**src/rtl/gpio_irq_pkg.sv**
```systemverilog
package gpio_irq_pkg;
  localparam int unsigned ADDR_W   = 6;
  localparam int unsigned DATA_W   = 32;
  localparam int unsigned RISE_LSB = 16;
  localparam logic [ADDR_W-1:0] OFS_DBNC = 6'h14;
  localparam logic [ADDR_W-1:0] OFS_MODE = 6'h18;
  localparam logic [ADDR_W-1:0] OFS_EN   = 6'h1C;
  localparam logic [ADDR_W-1:0] OFS_FLAG = 6'h20;
endpackage

```
**src/rtl/gpio_irq_cfg.sv**
```systemverilog
module gpio_irq_cfg
  import gpio_irq_pkg::*;
#(
  parameter int unsigned NPIN = 8
) (
  input  logic              clk,
  input  logic              rst_n,
  input  logic              bus_wr_i,
  input  logic [ADDR_W-1:0] bus_addr_i,
  input  logic [DATA_W-1:0] bus_wdata_i,
  output logic [NPIN-1:0]   dbnc_o,
  output logic [NPIN-1:0]   mode_o,
  output logic [NPIN-1:0]   fall_o,
  output logic [NPIN-1:0]   rise_o,
  output logic [NPIN-1:0]   clr_o
);
  logic [NPIN-1:0] dbnc_d, mode_d, fall_d, rise_d;
  logic            unused_wdata;

  assign unused_wdata = ^bus_wdata_i;

  always_comb begin
    dbnc_d = dbnc_o;
    mode_d = mode_o;
    fall_d = fall_o;
    rise_d = rise_o;
    if (bus_wr_i) begin
      if (bus_addr_i == OFS_DBNC) dbnc_d = bus_wdata_i[NPIN-1:0];
      if (bus_addr_i == OFS_MODE) mode_d = bus_wdata_i[NPIN-1:0];
      if (bus_addr_i == OFS_EN) begin
        fall_d = bus_wdata_i[NPIN-1:0];
        rise_d = bus_wdata_i[RISE_LSB +: NPIN];
      end
    end
  end

  assign clr_o = (bus_wr_i && bus_addr_i == OFS_FLAG) ? bus_wdata_i[NPIN-1:0] : '0;

  always_ff @(posedge clk or negedge rst_n) begin
    if (!rst_n) begin
      dbnc_o <= '0;
      mode_o <= '0;
      fall_o <= '0;
      rise_o <= '0;
    end else begin
      dbnc_o <= dbnc_d;
      mode_o <= mode_d;
      fall_o <= fall_d;
      rise_o <= rise_d;
    end
  end
endmodule

```
**src/rtl/gpio_irq_filt.sv**
```systemverilog
// Per-pin sampler: direct clock sample, two-strobe debounce filter, history.
module gpio_irq_filt (
  input  logic clk,
  input  logic rst_n,
  input  logic pin_i,
  input  logic strobe_i,
  input  logic db_on_i,
  output logic smp_o,
  output logic filt_o,
  output logic prev_o
);
  logic chk_q, chk_d, filt_d;

  always_comb begin
    filt_d = filt_o;
    chk_d  = chk_q;
    if (!db_on_i) begin
      // filter transparent: track the clock sample so enabling it later is seamless
      filt_d = smp_o;
      chk_d  = smp_o;
    end else if (strobe_i) begin
      chk_d = smp_o;
      if (smp_o == chk_q) filt_d = smp_o;
    end
  end

  always_ff @(posedge clk or negedge rst_n) begin
    if (!rst_n) begin
      smp_o  <= 1'b0;
      chk_q  <= 1'b0;
      filt_o <= 1'b0;
      prev_o <= 1'b0;
    end else begin
      smp_o  <= pin_i;
      chk_q  <= chk_d;
      filt_o <= filt_d;
      prev_o <= filt_o;
    end
  end
endmodule

```
**src/rtl/gpio_irq_flags.sv**
```systemverilog
module gpio_irq_flags #(
  parameter int unsigned NPIN = 8
) (
  input  logic            clk,
  input  logic            rst_n,
  input  logic [NPIN-1:0] smp_i,
  input  logic [NPIN-1:0] filt_i,
  input  logic [NPIN-1:0] prev_i,
  input  logic [NPIN-1:0] mode_i,
  input  logic [NPIN-1:0] fall_i,
  input  logic [NPIN-1:0] rise_i,
  input  logic [NPIN-1:0] clr_i,
  output logic [NPIN-1:0] evt_o,
  output logic [NPIN-1:0] flag_o
);
  logic [NPIN-1:0] edge_evt, lvl_evt, flag_d;

  assign edge_evt = ~mode_i & ((rise_i & filt_i & ~prev_i) | (fall_i & ~filt_i & prev_i));
  assign lvl_evt  =  mode_i & ((rise_i & smp_i) | (fall_i & ~smp_i));
  assign evt_o    = edge_evt | lvl_evt;

  // a new event outranks a same-cycle clear
  assign flag_d = (flag_o & ~clr_i) | evt_o;

  always_ff @(posedge clk or negedge rst_n) begin
    if (!rst_n) flag_o <= '0;
    else        flag_o <= flag_d;
  end
endmodule

```
**src/rtl/gpio_irq_detect.sv**
```systemverilog
module gpio_irq_detect
  import gpio_irq_pkg::*;
#(
  parameter int unsigned NPIN = 8
) (
  input  logic              clk,
  input  logic              rst_n,
  input  logic [NPIN-1:0]   pin_i,
  input  logic              db_strobe_i,
  input  logic              bus_wr_i,
  input  logic [ADDR_W-1:0] bus_addr_i,
  input  logic [DATA_W-1:0] bus_wdata_i,
  output logic [DATA_W-1:0] bus_rdata_o,
  output logic              irq_o,
  output logic [NPIN-1:0]   wake_o
);
  logic [NPIN-1:0] dbnc, mode, fall_en, rise_en, clr_mask;
  logic [NPIN-1:0] smp, filt, prev, db_on, evt, flag_q;

  gpio_irq_cfg #(.NPIN(NPIN)) u_cfg (
    .clk(clk), .rst_n(rst_n), .bus_wr_i(bus_wr_i), .bus_addr_i(bus_addr_i),
    .bus_wdata_i(bus_wdata_i), .dbnc_o(dbnc), .mode_o(mode), .fall_o(fall_en),
    .rise_o(rise_en), .clr_o(clr_mask)
  );

  assign db_on = dbnc & ~mode;

  for (genvar g = 0; g < NPIN; g++) begin : g_pin
    gpio_irq_filt u_filt (
      .clk(clk), .rst_n(rst_n), .pin_i(pin_i[g]), .strobe_i(db_strobe_i),
      .db_on_i(db_on[g]), .smp_o(smp[g]), .filt_o(filt[g]), .prev_o(prev[g])
    );
  end

  gpio_irq_flags #(.NPIN(NPIN)) u_flags (
    .clk(clk), .rst_n(rst_n), .smp_i(smp), .filt_i(filt), .prev_i(prev),
    .mode_i(mode), .fall_i(fall_en), .rise_i(rise_en), .clr_i(clr_mask),
    .evt_o(evt), .flag_o(flag_q)
  );

  always_comb begin
    bus_rdata_o = '0;
    case (bus_addr_i)
      OFS_DBNC: bus_rdata_o[NPIN-1:0] = dbnc;
      OFS_MODE: bus_rdata_o[NPIN-1:0] = mode;
      OFS_EN: begin
        bus_rdata_o[NPIN-1:0]         = fall_en;
        bus_rdata_o[RISE_LSB +: NPIN] = rise_en;
      end
      OFS_FLAG: bus_rdata_o[NPIN-1:0] = flag_q;
      default:  bus_rdata_o = '0;
    endcase
  end

  assign irq_o  = |flag_q;
  assign wake_o = fall_en | rise_en;
endmodule

```
**config.mk**
```make
export PLATFORM = sky130hd
export DESIGN_NAME = gpio_irq_detect
export DESIGN_NICKNAME = d
export VERILOG_FILES = /design/src/rtl/gpio_irq_pkg.sv /design/src/rtl/gpio_irq_cfg.sv /design/src/rtl/gpio_irq_filt.sv /design/src/rtl/gpio_irq_flags.sv /design/src/rtl/gpio_irq_detect.sv
export SDC_FILE = /design/constraint.sdc
export NUM_CORES = 1
export LEC_CHECK = 0
export ABC_AREA = 1
export BUFFER_PORTS_ARGS = -buffer_cell sky130_fd_sc_hd__buf_4
export CAP_MARGIN = 0
export CORE_AREA = 2 2 79 100
export CTS_CLUSTER_SIZE = 28
export DETAILED_ROUTE_END_ITERATION = 12
export DIE_AREA = 0 0 81 102
export PLACE_DENSITY = 0.79
export SYNTH_ARGS = -nofsm -noshare
export SYNTH_HDL_FRONTEND = slang
export SYNTH_SLANG_ARGS = --single-unit
```
**constraint.sdc**
```tcl
create_clock -name clk -period 3 [get_ports clk]
set_input_delay 0.6 -clock clk [delete_from_list [all_inputs] [get_ports clk]]
set_output_delay 0.6 -clock clk [all_outputs]
set_load 0.03 [all_outputs]
```
==> results of run 1 <==
==> cell usage after synthesis, drive strengths merged <==
| cell | n |
|---|---|
| or2 | 1 |
| inv | 76 |
| xnor2 | 5 |
| dfrtp | 72 |
| nor2 | 50 |
| o21ai | 35 |
| a211oi | 3 |
| a21oi | 15 |
| conb | 1 |
| buf | 23 |
| nand4 | 8 |
| o211ai | 3 |
| nand3 | 45 |
| nand2 | 164 |
| clkbuf | 2 |
| nor4 | 2 |
==> stage by stage <==
| step | power (mW) | instance area, µm² | cells |
|---|---|---|---|
| 3_5_place_dp | 1.64 | 4320 | 647 |
| 3_3_place_gp | 1.62 | 4320 | 647 |
| 2_1_floorplan | 1.49 | 3950 | 520 |
| 4_1_cts | 2.41 | 4520 | 663 |
| 6_report | 2.41 | 4520 | 663 |
| 5_1_grt | 2.53 | 4520 | 663 |
==> where the power goes <==
group	internal (mW)	total (mW)	leakage [nW]	switching, mW
Sequential	1.07	1.15	0.872	0.0866
Clock	0.428	0.782	0.103	0.354
Combinational	0.167	0.473	1.42	0.305
==> layout make-up <==
class                   count  area [µm²]
clock buffers              13         159
flip-flops and latches     72        1800
fillers                   664        2750
well taps                  92         115
clock inverters             3        40.0
inverters                  76         285
repair buffers             60         450
multi-input cells         347        1670
==> cell usage in the layout, fill, tap and decap left out, types with 3 or more instances in the layout <==
master                       n
sky130_fd_sc_hd__nand2_1   162
sky130_fd_sc_hd__xnor2_1     5
sky130_fd_sc_hd__o21ai_0    11
sky130_fd_sc_hd__conb_1     16
sky130_fd_sc_hd__nor2_1     44
sky130_fd_sc_hd__inv_1      71
sky130_fd_sc_hd__dfrtp_1    72
sky130_fd_sc_hd__buf_4      60
sky130_fd_sc_hd__a211oi_1    3
sky130_fd_sc_hd__a21oi_1    15
sky130_fd_sc_hd__clkbuf_8   11
sky130_fd_sc_hd__nand3_1    42
sky130_fd_sc_hd__nand3_4     3
sky130_fd_sc_hd__o21ai_2    22
sky130_fd_sc_hd__nand4_1     8
sky130_fd_sc_hd__o211ai_1    3
sky130_fd_sc_hd__inv_2       5
sky130_fd_sc_hd__nor2_4      3
==> flip-flops by register name, indices dropped and copies added (netlist names) <==
signal	flops
u_cfg.mode_o	8
u_cfg.rise_o	8
u_flags.flag_o	8
g_pin.u_filt.filt_o	8
u_cfg.fall_o	8
g_pin.u_filt.prev_o	8
g_pin.u_filt.chk_q	8
g_pin.u_filt.smp_o	8
u_cfg.dbnc_o	8
==> path summary, 6_finish.rpt <==
| kind | end | slack (ns) | cells after the start |
|---|---|---|---|
| max | bus_rdata_o[0] | 0.58 | 10 |
| min | g_pin[4].u_filt.smp_o | 0.35 | 1 |
| max reg2reg | u_flags.flag_o[4] | 1.98 | 6 |
| min reg2reg | g_pin[7].u_filt.prev_o | 0.43 | 0 |
| max in group asynchronous | g_pin[7].u_filt.prev_o | 2.02 | 1 |
| min in group asynchronous | u_cfg.rise_o[3] | 0.36 | 1 |
==> metal layers <==
metal	vias to the layer above	global-route usage, %	wire length, µm
met3	15	3.62	508
met2	95	41.6	4740
met4	0	12.5	230
met5	-	0	0
met1	1579	29.9	3770
li1	1665	-	-
==> cell families (layout without fill, tap and decap cells) <==
logic type | Yosys count | count (layout) | share of synthesized area [%]
flip-flops | 72 | 72 | 46.3
other | 1 | 16 | 0.0964
AND/OR/NAND/NOR | 270 | 270 | 30.4
buffers and inverters | 101 | 152 | 12.3
AO/OA/AOI/OAI | 56 | 56 | 9.72
XOR/XNOR | 5 | 5 | 1.13
==> run summary, run 1 <==
Run status: finished clean
Final antenna-violating net count: 0
Static leakage power: 2.39 nW
Number of levels in the clock H-tree: 3
Post-Syn Instances: 505
Pins Over Slew Limit: 0
Place WS: 0.583 ns
Post-detailed-route DRC marker count: 0
Cell breakdown of the critical path: buf_4, inv_1, nand2_1, nor2_8, buf_4, nand3_1, nand2_1, inv_1, nand2_1, buf_4
Critical path buffer and inverter count: 5
Crit Path Max Fanout: 27
Slowest cell on crit path: sky130_fd_sc_hd__buf_4
Clock latency on the worst-skew pair: 0.36 ns
Detailed-route wire length per cell: 14.0 µm
Drt total wl: 9.25 mm
Max-cap check violation count: 0
Cell area after synthesis: 3890 µm²
Final count of negative-setup-slack endpoints: 0
Drt initial violations: 241
Post-cts resize count: 0
Number of distinct standard cells referenced by the synthesized netlist: 26
Antenna violations before repair: 0
Buffer depth of the longest clock path: 2
Fraction of final layout cells sized beyond drive strength 1: 19.8%
Startpoint kind of the worst setup timing path: input pin
Total power per unit cell area: 533 nW/µm²
Num CTS Buffers: 9
Actual slew at the worst max-slew pin: 0.920 ns
Hold violation total from the final report: 0
HPWL after detailed placement: 6.38 mm
Post-CTS Setup Bufs: 0
Crit path largest cell delay: 0.32 ns
Critical path class: in -> out
Critical register-to-register path startpoint: u_cfg.fall_o[4]
Number of global-route vias before repair: 3378
Cts-stage hold buffer count: 0
Max frequency: 0.414 GHz
Placeable core region: 7270 µm²
Area delta synth->final: 16.2%
Final design utilization: 62.1%
Total Neg Setup Slack: 0 ns
Clock tree from TritonCTS: built
Tcrit/Tclk final: 80.6%
Highest ir drop seen on vdd: 0.278 mV
Number of flip-flops and latches in the synthesized netlist: 72
CTS Sinks: 72
Number of vias in the routed layout: 3354
Cell type with the largest total area after synthesis: sky130_fd_sc_hd__dfrtp_1
Height of the die: 102 µm
Effective utilization at floorplan: 53.5%
GRT Total Usage: 24.4%
Yosys Warn Count: 0
Type of the most critical hold path: in -> reg
Worst clock skew: 0.00764 ns
Endpoint arrival time on the critical path: 1.82 ns
First-pass GRT wire length: 15.1 mm
Kind of end point of the critical path: output pin
Clock transition at the registers of the reported paths: 0.07 ns
Cell types with the largest area share after synthesis: sky130_fd_sc_hd__dfrtp_1 46%, sky130_fd_sc_hd__nand2_1 16%, sky130_fd_sc_hd__inv_1 6.9%, sky130_fd_sc_hd__nand3_1 5.4%, sky130_fd_sc_hd__o21ai_2 5.0%
PnR worst setup slack: 0.583 ns
Required @ worst endpoint: 2.40 ns
IO Port Bufs: 58
Smallest hold slack: 0.345 ns
Placement row count: 35
Shortest clock period the worst path allows after layout: 2.42 ns
Weighted congestion at the end of routability-driven global placement: 0.811
CTS root buffer: sky130_fd_sc_hd__clkbuf_8
Normalized max-slew margin: 38.6%
Ant. Diodes: 0
Detailed-routing iteration count for the pre-antenna-repair pass: 4
Fraction of synthesized cell area taken by the top area cell type: 46.3%
Layout Nets: 616
Detail-routed via count per cell: 5.06
CP startpoint: bus_addr_i[0]
Largest net degree at the start of global routing: 73
RSZ-0062 raised after global routing: false
Die width: 81 µm
Synthesized area divided by synthesized cell count: 7.70 µm²
Remaining Overflow, GRT: 0
Critical path's top delay family: buffers and inverters
Worst Hold Launch: pin_i[4]
Floorplan die area: 8260 µm²
Number of primary I/O pins: 91
Sequential cell area fraction in the yosys report: 46.3%
Note: power is estimated with default switching activity, not from simulation.
==> inputs of run 2 (changes only) <==
--- a/config.mk
+++ b/config.mk
@@ -5,14 +5,14 @@
 export SDC_FILE = /design/constraint.sdc
 export NUM_CORES = 1
 export LEC_CHECK = 0
-export ABC_AREA = 1
+export ABC_AREA = 0
 export BUFFER_PORTS_ARGS = -buffer_cell sky130_fd_sc_hd__buf_4
 export CAP_MARGIN = 0
-export CORE_AREA = 2 2 79 100
+export CORE_AREA = 2 2 77 98
 export CTS_CLUSTER_SIZE = 28
 export DETAILED_ROUTE_END_ITERATION = 12
-export DIE_AREA = 0 0 81 102
-export PLACE_DENSITY = 0.79
+export DIE_AREA = 0 0 79 100
+export PLACE_DENSITY = 0.78
 export SYNTH_ARGS = -nofsm -noshare
 export SYNTH_HDL_FRONTEND = slang
 export SYNTH_SLANG_ARGS = --single-unit
==> constraint.sdc (replaced) <==
create_clock -name clk -period 2.4 [get_ports clk]
set_input_delay 0.48 -clock clk [delete_from_list [all_inputs] [get_ports clk]]
set_output_delay 0.48 -clock clk [all_outputs]
set_load 0.03 [all_outputs]
==> run summary, run 2 <==
Yosys Warn Count: 0
Async set-reset flop share out of synthesis: 100%
Total power per unit cell area: 664 nW/µm²
Die width: 79 µm
Number of levels in the clock H-tree: 3
Internal power: 2.06 mW
Area delta synth->final: 21.2%
Number of primary I/O pins: 91
Simple-gate share of the synthesized area: 19.3%
Worst clock skew: 0.00967 ns
Buffer depth of the longest clock path: 2
Place WS: 0.0129 ns
Critical path class: in -> out
Levels on crit path: 6
Remaining Overflow, GRT: 0
Drt total wl: 8.01 mm
Floorplan die area: 7900 µm²
Sw Ratio: 28.9%
Critical path's top delay family: simple AND/OR/NAND/NOR gates
Synthesized area divided by synthesized cell count: 11.6 µm²
GRT Total Usage: 21.4%
Number of vias in the routed layout: 2718
Weighted congestion at the end of routability-driven global placement: 0.783
Clock tree from TritonCTS: built
Max frequency: 0.414 GHz
Kind of end point of the critical path: output pin
CTS Sinks: 72
Pins Over Slew Limit: 0
Sequential share of power: 51.4%
Post-detailed-route DRC marker count: 0
Total Neg Setup Slack: -0.0301 ns
Height of the die: 100 µm
Most common library cell in the layout ignoring fill and taps: sky130_fd_sc_hd__dfrtp_1
Static leakage power: 2.02 nW
Drt initial violations: 165
Antenna violations before repair: 0
Post-synth EDFFs: 0
Cell area after synthesis: 3600 µm²
Number of distinct standard cells referenced by the synthesized netlist: 34
Max-cap check violation count: 0
HPWL after detailed placement: 5.57 mm
Clock latency on the worst-skew pair: 0.35 ns
Cell count after placement: 465
PnR worst setup slack: -0.0141 ns
Crit path largest cell delay: 0.58 ns
Fraction of synthesized cell area taken by the top area cell type: 50.0%
Crit Path Max Fanout: 3
CTS root buffer: sky130_fd_sc_hd__clkbuf_8
Number of standard cells in the layout, taps in and fillers out: 481
Num CTS Buffers: 9
Cell with the most instances on the worst path: sky130_fd_sc_hd__buf_4
Part of the power in combinational logic: 19.1%
Post-layout instance area: 4370 µm²
Number of flip-flops and latches in the synthesized netlist: 72
Top-count cell post-synth: sky130_fd_sc_hd__dfrtp_1
Most frequent cells in the layout: 72 x sky130_fd_sc_hd__dfrtp_1, 71 x sky130_fd_sc_hd__buf_4, 48 x sky130_fd_sc_hd__mux2_2
Highest ir drop seen on vdd: 0.299 mV
Commonest register cell after synthesis: sky130_fd_sc_hd__dfrtp_1
Fill cells: 585
Post-layout power: 2.90 mW
Final antenna-violating net count: 0
Cell types with the largest area share after synthesis: sky130_fd_sc_hd__dfrtp_1 50%, sky130_fd_sc_hd__mux2_2 15%, sky130_fd_sc_hd__buf_4 3.5%, sky130_fd_sc_hd__nor2b_1 2.6%, sky130_fd_sc_hd__a221o_1 2.2%
Layout Nets: 434
Shortest clock period the worst path allows after layout: 2.41 ns
Clock network fraction of total power: 29.5%
Endpoint arrival time on the critical path: 1.93 ns
Post-synthesis share of cell area spent on full adders, half adders and majority gates: 0%
Slowest cell on crit path: sky130_fd_sc_hd__or4b_4
Type of the most critical hold path: in -> async
Fraction of the mapped netlist area in compound gates: 10.7%
Effective utilization at floorplan: 50.8%
Detailed-routing iteration count for the pre-antenna-repair pass: 4
Final count of negative-setup-slack endpoints: 4
Cell count of the worst reg-to-reg path: 3
Mux cell area share after synthesis: 15.3%
Post-CTS Setup Bufs: 0
Violated checks: setup timing
Required @ worst endpoint: 1.92 ns
Fraction of synthesized cell area in xor and xnor cells: 0%
Tcrit/Tclk final: 101%
Cell breakdown of the critical path: buf_4, or4b_4, nor3b_4, buf_4, a221o_1, buf_4
Placement row count: 35
First-pass GRT wire length: 12.9 mm
Detailed-route wire length per cell: 16.7 µm
Cts-stage hold buffer count: 0
Critical path buffer and inverter count: 3
Cell type with the largest total area after synthesis: sky130_fd_sc_hd__dfrtp_1
Number of global-route vias before repair: 2615
Detail-routed via count per cell: 5.65
Sequential cell area fraction in the yosys report: 50.0%
Placeable core region: 7090 µm²
Run status: complete, but fails checks
Sw power: 0.840 mW
Dominant combinational cell family by area after synthesis: simple AND/OR/NAND/NOR gates
Ant. Diodes: 0
Placed cell area: 4180 µm²
Hold violation total from the final report: 0
Fraction of final layout cells sized beyond drive strength 1: 38.6%
Ranking of synthesized cells by instance count: 72 x sky130_fd_sc_hd__dfrtp_1, 48 x sky130_fd_sc_hd__mux2_2, 17 x sky130_fd_sc_hd__buf_4
Clock transition at the registers of the reported paths: 0.07 ns
Largest net degree at the start of global routing: 38
IO Port Bufs: 58
Post-Syn Instances: 310
Startpoint kind of the worst setup timing path: input pin
==> run 2: path summary, 6_finish.rpt <==
path                                               end  slack, ns                   start
max in group asynchronous              u_cfg.mode_o[1]       1.74                   rst_n
worst min register to register  g_pin[7].u_filt.prev_o       0.43  g_pin[7].u_filt.filt_o
worst max register to register   g_pin[5].u_filt.chk_q       1.17         u_cfg.mode_o[5]
worst max-delay path                    bus_rdata_o[6]      -0.01           bus_addr_i[5]
worst min-delay path                 u_flags.flag_o[3]       0.09                   rst_n
min in group clk                 g_pin[4].u_filt.smp_o       0.24                pin_i[4]
==> run 2: cells by family after synthesis <==
logic type	count (synthesis)
flops	72
mux	49
simple gates	112
other cells	1
buf+inv	26
compound gates	50
==> run 2: per-stage QoR <==
step	util, %	hold slack, ns
4_1_cts	61.4	0.0957
3_5_place_dp	58.9	0.414
2_1_floorplan	-	0.184
5_1_grt	61.6	0.110
3_3_place_gp	58.9	0.404
6_report	61.6	0.0946
==> run 2: layout make-up <==
cell class              count  area (µm²)  share of cell area, %
flip-flops and latches     72        1800                   41.2
multi-input cells         227        1700                   38.9
repair buffers             74         576                   13.2
clock buffers              14         163                   3.72
well taps                  92         115                   2.64
clock inverters             2        13.8                  0.315
==> run 2: timing repair <==
item,CTS,global route
endpoints found under the hold margin,0,0
gates resized for setup,0,3
setup endpoints to repair,0,8
==> run 2: power by group through the flow <==
stage | clock network [mW] | logic (mW) | registers, mW
global route | 0.944 | 0.599 | 1.52
finish | 0.857 | 0.553 | 1.49
global placement | 0 | 0.537 | 1.50
floorplan | 0 | 0.399 | 1.47
detailed placement | 0 | 0.554 | 1.51
CTS | 0.884 | 0.557 | 1.49
==> run 2: layer usage <==
metal	GRT usage (%)	vias up	share of wire, %
met5	0	-	0
met4	8.22	0	1.3
met2	34.7	95	51
li1	-	1249	-
met1	28.1	1361	42
met3	4.50	13	5.7
==> inputs of run 3 (changes only) <==
--- a/config.mk
+++ b/config.mk
@@ -5,14 +5,14 @@
 export SDC_FILE = /design/constraint.sdc
 export NUM_CORES = 1
 export LEC_CHECK = 0
-export ABC_AREA = 0
+export ABC_AREA = 1
 export BUFFER_PORTS_ARGS = -buffer_cell sky130_fd_sc_hd__buf_4
 export CAP_MARGIN = 0
-export CORE_AREA = 2 2 77 98
+export CORE_AREA = 2 2 79 100
 export CTS_CLUSTER_SIZE = 28
 export DETAILED_ROUTE_END_ITERATION = 12
-export DIE_AREA = 0 0 79 100
-export PLACE_DENSITY = 0.78
+export DIE_AREA = 0 0 81 102
+export PLACE_DENSITY = 0.79
 export SYNTH_ARGS = -nofsm -noshare
 export SYNTH_HDL_FRONTEND = slang
 export SYNTH_SLANG_ARGS = --single-unit
==> run summary, run 3 (synthesis gave the netlist of run 1 again) <==
Run status: finished clean
Static leakage power: 2.40 nW
Sequential share of power: 50.2%
CTS root buffer: sky130_fd_sc_hd__clkbuf_8
Post-cts resize count: 0
Post-layout power: 2.87 mW
Critical register-to-register path startpoint: u_cfg.fall_o[5]
Normalized max-slew margin: 62.0%
Num CTS Buffers: 9
Final count of negative-setup-slack endpoints: 0
Clock tree from TritonCTS: built
Crit Path Max Fanout: 12
Post-layout instance area: 4520 µm²
Type of the most critical hold path: in -> async
Post-detailed-route DRC marker count: 0
Weighted congestion at the end of routability-driven global placement: 0.799
Fraction of final layout cells sized beyond drive strength 1: 20.1%
Remaining Overflow, GRT: 0
Max-cap check violation count: 0
Slowest cell on crit path: sky130_fd_sc_hd__nand2_1
Kind of end point of the critical path: output pin
Tcrit/Tclk final: 92.3%
Register-to-register setup slack: 1.40 ns
Placement row count: 35
Clock latency on the worst-skew pair: 0.35 ns
Total Neg Setup Slack: 0 ns
Cell count of the worst reg-to-reg path: 6
Endpoint arrival time on the critical path: 1.74 ns
Antenna violations before repair: 0
Layout Nets: 620
First-pass GRT wire length: 14.9 mm
Number of vias in the routed layout: 3327
Die width: 81 µm
Clock transition at the registers of the reported paths: 0.07 ns
Detailed-routing iteration count for the pre-antenna-repair pass: 4
Actual slew at the worst max-slew pin: 0.570 ns
Buffer depth of the longest clock path: 2
Number of global-route vias before repair: 3193
RSZ-0062 raised after global routing: false
Final antenna-violating net count: 0
Shortest clock period the worst path allows after layout: 2.22 ns
Sw Ratio: 31.7%
HPWL after detailed placement: 6.41 mm
Part of the power in combinational logic: 20.8%
Number of primary I/O pins: 91
Placeable core region: 7270 µm²
Detail-routed via count per cell: 5.01
Number of levels in the clock H-tree: 3
Highest ir drop seen on vdd: 0.331 mV
Critical path class: in -> out
Startpoint kind of the worst setup timing path: input pin
Reg-to-reg critical path endpoint: u_flags.flag_o[5]
Hold violation total from the final report: 0
IO Port Bufs: 58
Largest net degree at the start of global routing: 44
Placed cell area: 4360 µm²
Floorplan die area: 8260 µm²
Ant. Diodes: 0
Sw power: 0.908 mW
Area delta synth->final: 16.2%
Max frequency: 0.451 GHz
Most common library cell in the layout ignoring fill and taps: sky130_fd_sc_hd__nand2_1
CTS Sinks: 72
Internal power: 1.96 mW
Crit path largest cell delay: 0.36 ns
Effective utilization at floorplan: 53.5%
Detailed-route wire length per cell: 13.6 µm
Worst clock skew: 0.00731 ns
Drt initial violations: 212
Total power per unit cell area: 635 nW/µm²
GRT Total Usage: 24.1%
Most frequent cells in the layout: 162 x sky130_fd_sc_hd__nand2_1, 72 x sky130_fd_sc_hd__dfrtp_1, 71 x sky130_fd_sc_hd__inv_1
Post-CTS Setup Bufs: 0
Drt total wl: 9.06 mm
Cts-stage hold buffer count: 0
Pins Over Slew Limit: 0
Cell breakdown of the critical path: buf_4, inv_1, nand2_1, nor2_8, nand2_1, nor2_1, buf_4
Clock network fraction of total power: 29.0%
Required @ worst endpoint: 1.92 ns
Height of the die: 102 µm
run 3: cell count changes in the layout (fill, tap and decap cells not counted), sizes merged, moves of 28 or more:
cell | previous run | this run
o21ai | 7 | 35
nand3 | 13 | 45
inv | 0 | 76
mux2 | 49 | 0
nor2 | 15 | 50
nand2 | 11 | 164
run 3: power groups by stage:
| stage | registers [mW] | clock network (mW) | logic, mW |
|---|---|---|---|
| after CTS | 1.44 | 0.846 | 0.601 |
| after detailed placement | 1.46 | 0 | 0.598 |
| final | 1.44 | 0.833 | 0.596 |
| after floorplan | 1.43 | 0 | 0.429 |
| after global routing | 1.46 | 0.903 | 0.668 |
| after global placement | 1.45 | 0 | 0.579 |
run 3: worst max-delay path: cells and delay by family:
family	cells	cell delay, ns
buffers and inverters	3	0.35
and+or+nand+nor	4	0.90
run 3: worst max path at each step:
| stage | to | from | cells after the start | slack, ns |
|---|---|---|---|---|
| 2_1_floorplan | bus_rdata_o[16] | bus_addr_i[0] | 5 | 0.49 |
| 3_3_place_gp | bus_rdata_o[20] | bus_addr_i[0] | 7 | 0.20 |
| 3_5_place_dp | bus_rdata_o[20] | bus_addr_i[0] | 7 | 0.19 |
| 4_1_cts | bus_rdata_o[20] | bus_addr_i[0] | 7 | 0.18 |
| 5_1_grt | bus_rdata_o[20] | bus_addr_i[0] | 7 | 0.10 |
| 6_report | bus_rdata_o[20] | bus_addr_i[0] | 7 | 0.18 |
run 3: through the flow:
step	hold WS, ns	utilization (%)	setup slack (ns)	instances
2_1_floorplan	0.184	-	0.490	520
4_1_cts	0.134	62.2	0.177	664
3_5_place_dp	0.417	60.0	0.191	651
5_1_grt	0.151	62.2	0.103	664
6_report	0.109	62.2	0.184	664
3_3_place_gp	0.412	60.0	0.203	651
run 3: area by class of cell:
class / instances / area, µm²
tap: 92 / 115
fill: 677 / 2750
inverter: 76 / 285
sequential: 72 / 1800
clock inverter: 1 / 5.00
timing repair buffer: 64 / 493
multi-input combinational: 347 / 1670
clock buffer: 12 / 155
run 3: per-layer routing:
| layer | track usage (%) | part of all wire, % | up-vias |
|---|---|---|---|
| li1 | - | - | 1665 |
| met1 | 30.2 | 42 | 1553 |
| met2 | 40.4 | 51 | 92 |
| met3 | 5.74 | 5.5 | 17 |
| met4 | 8.87 | 2.2 | 0 |
| met5 | 0 | 0 | - |
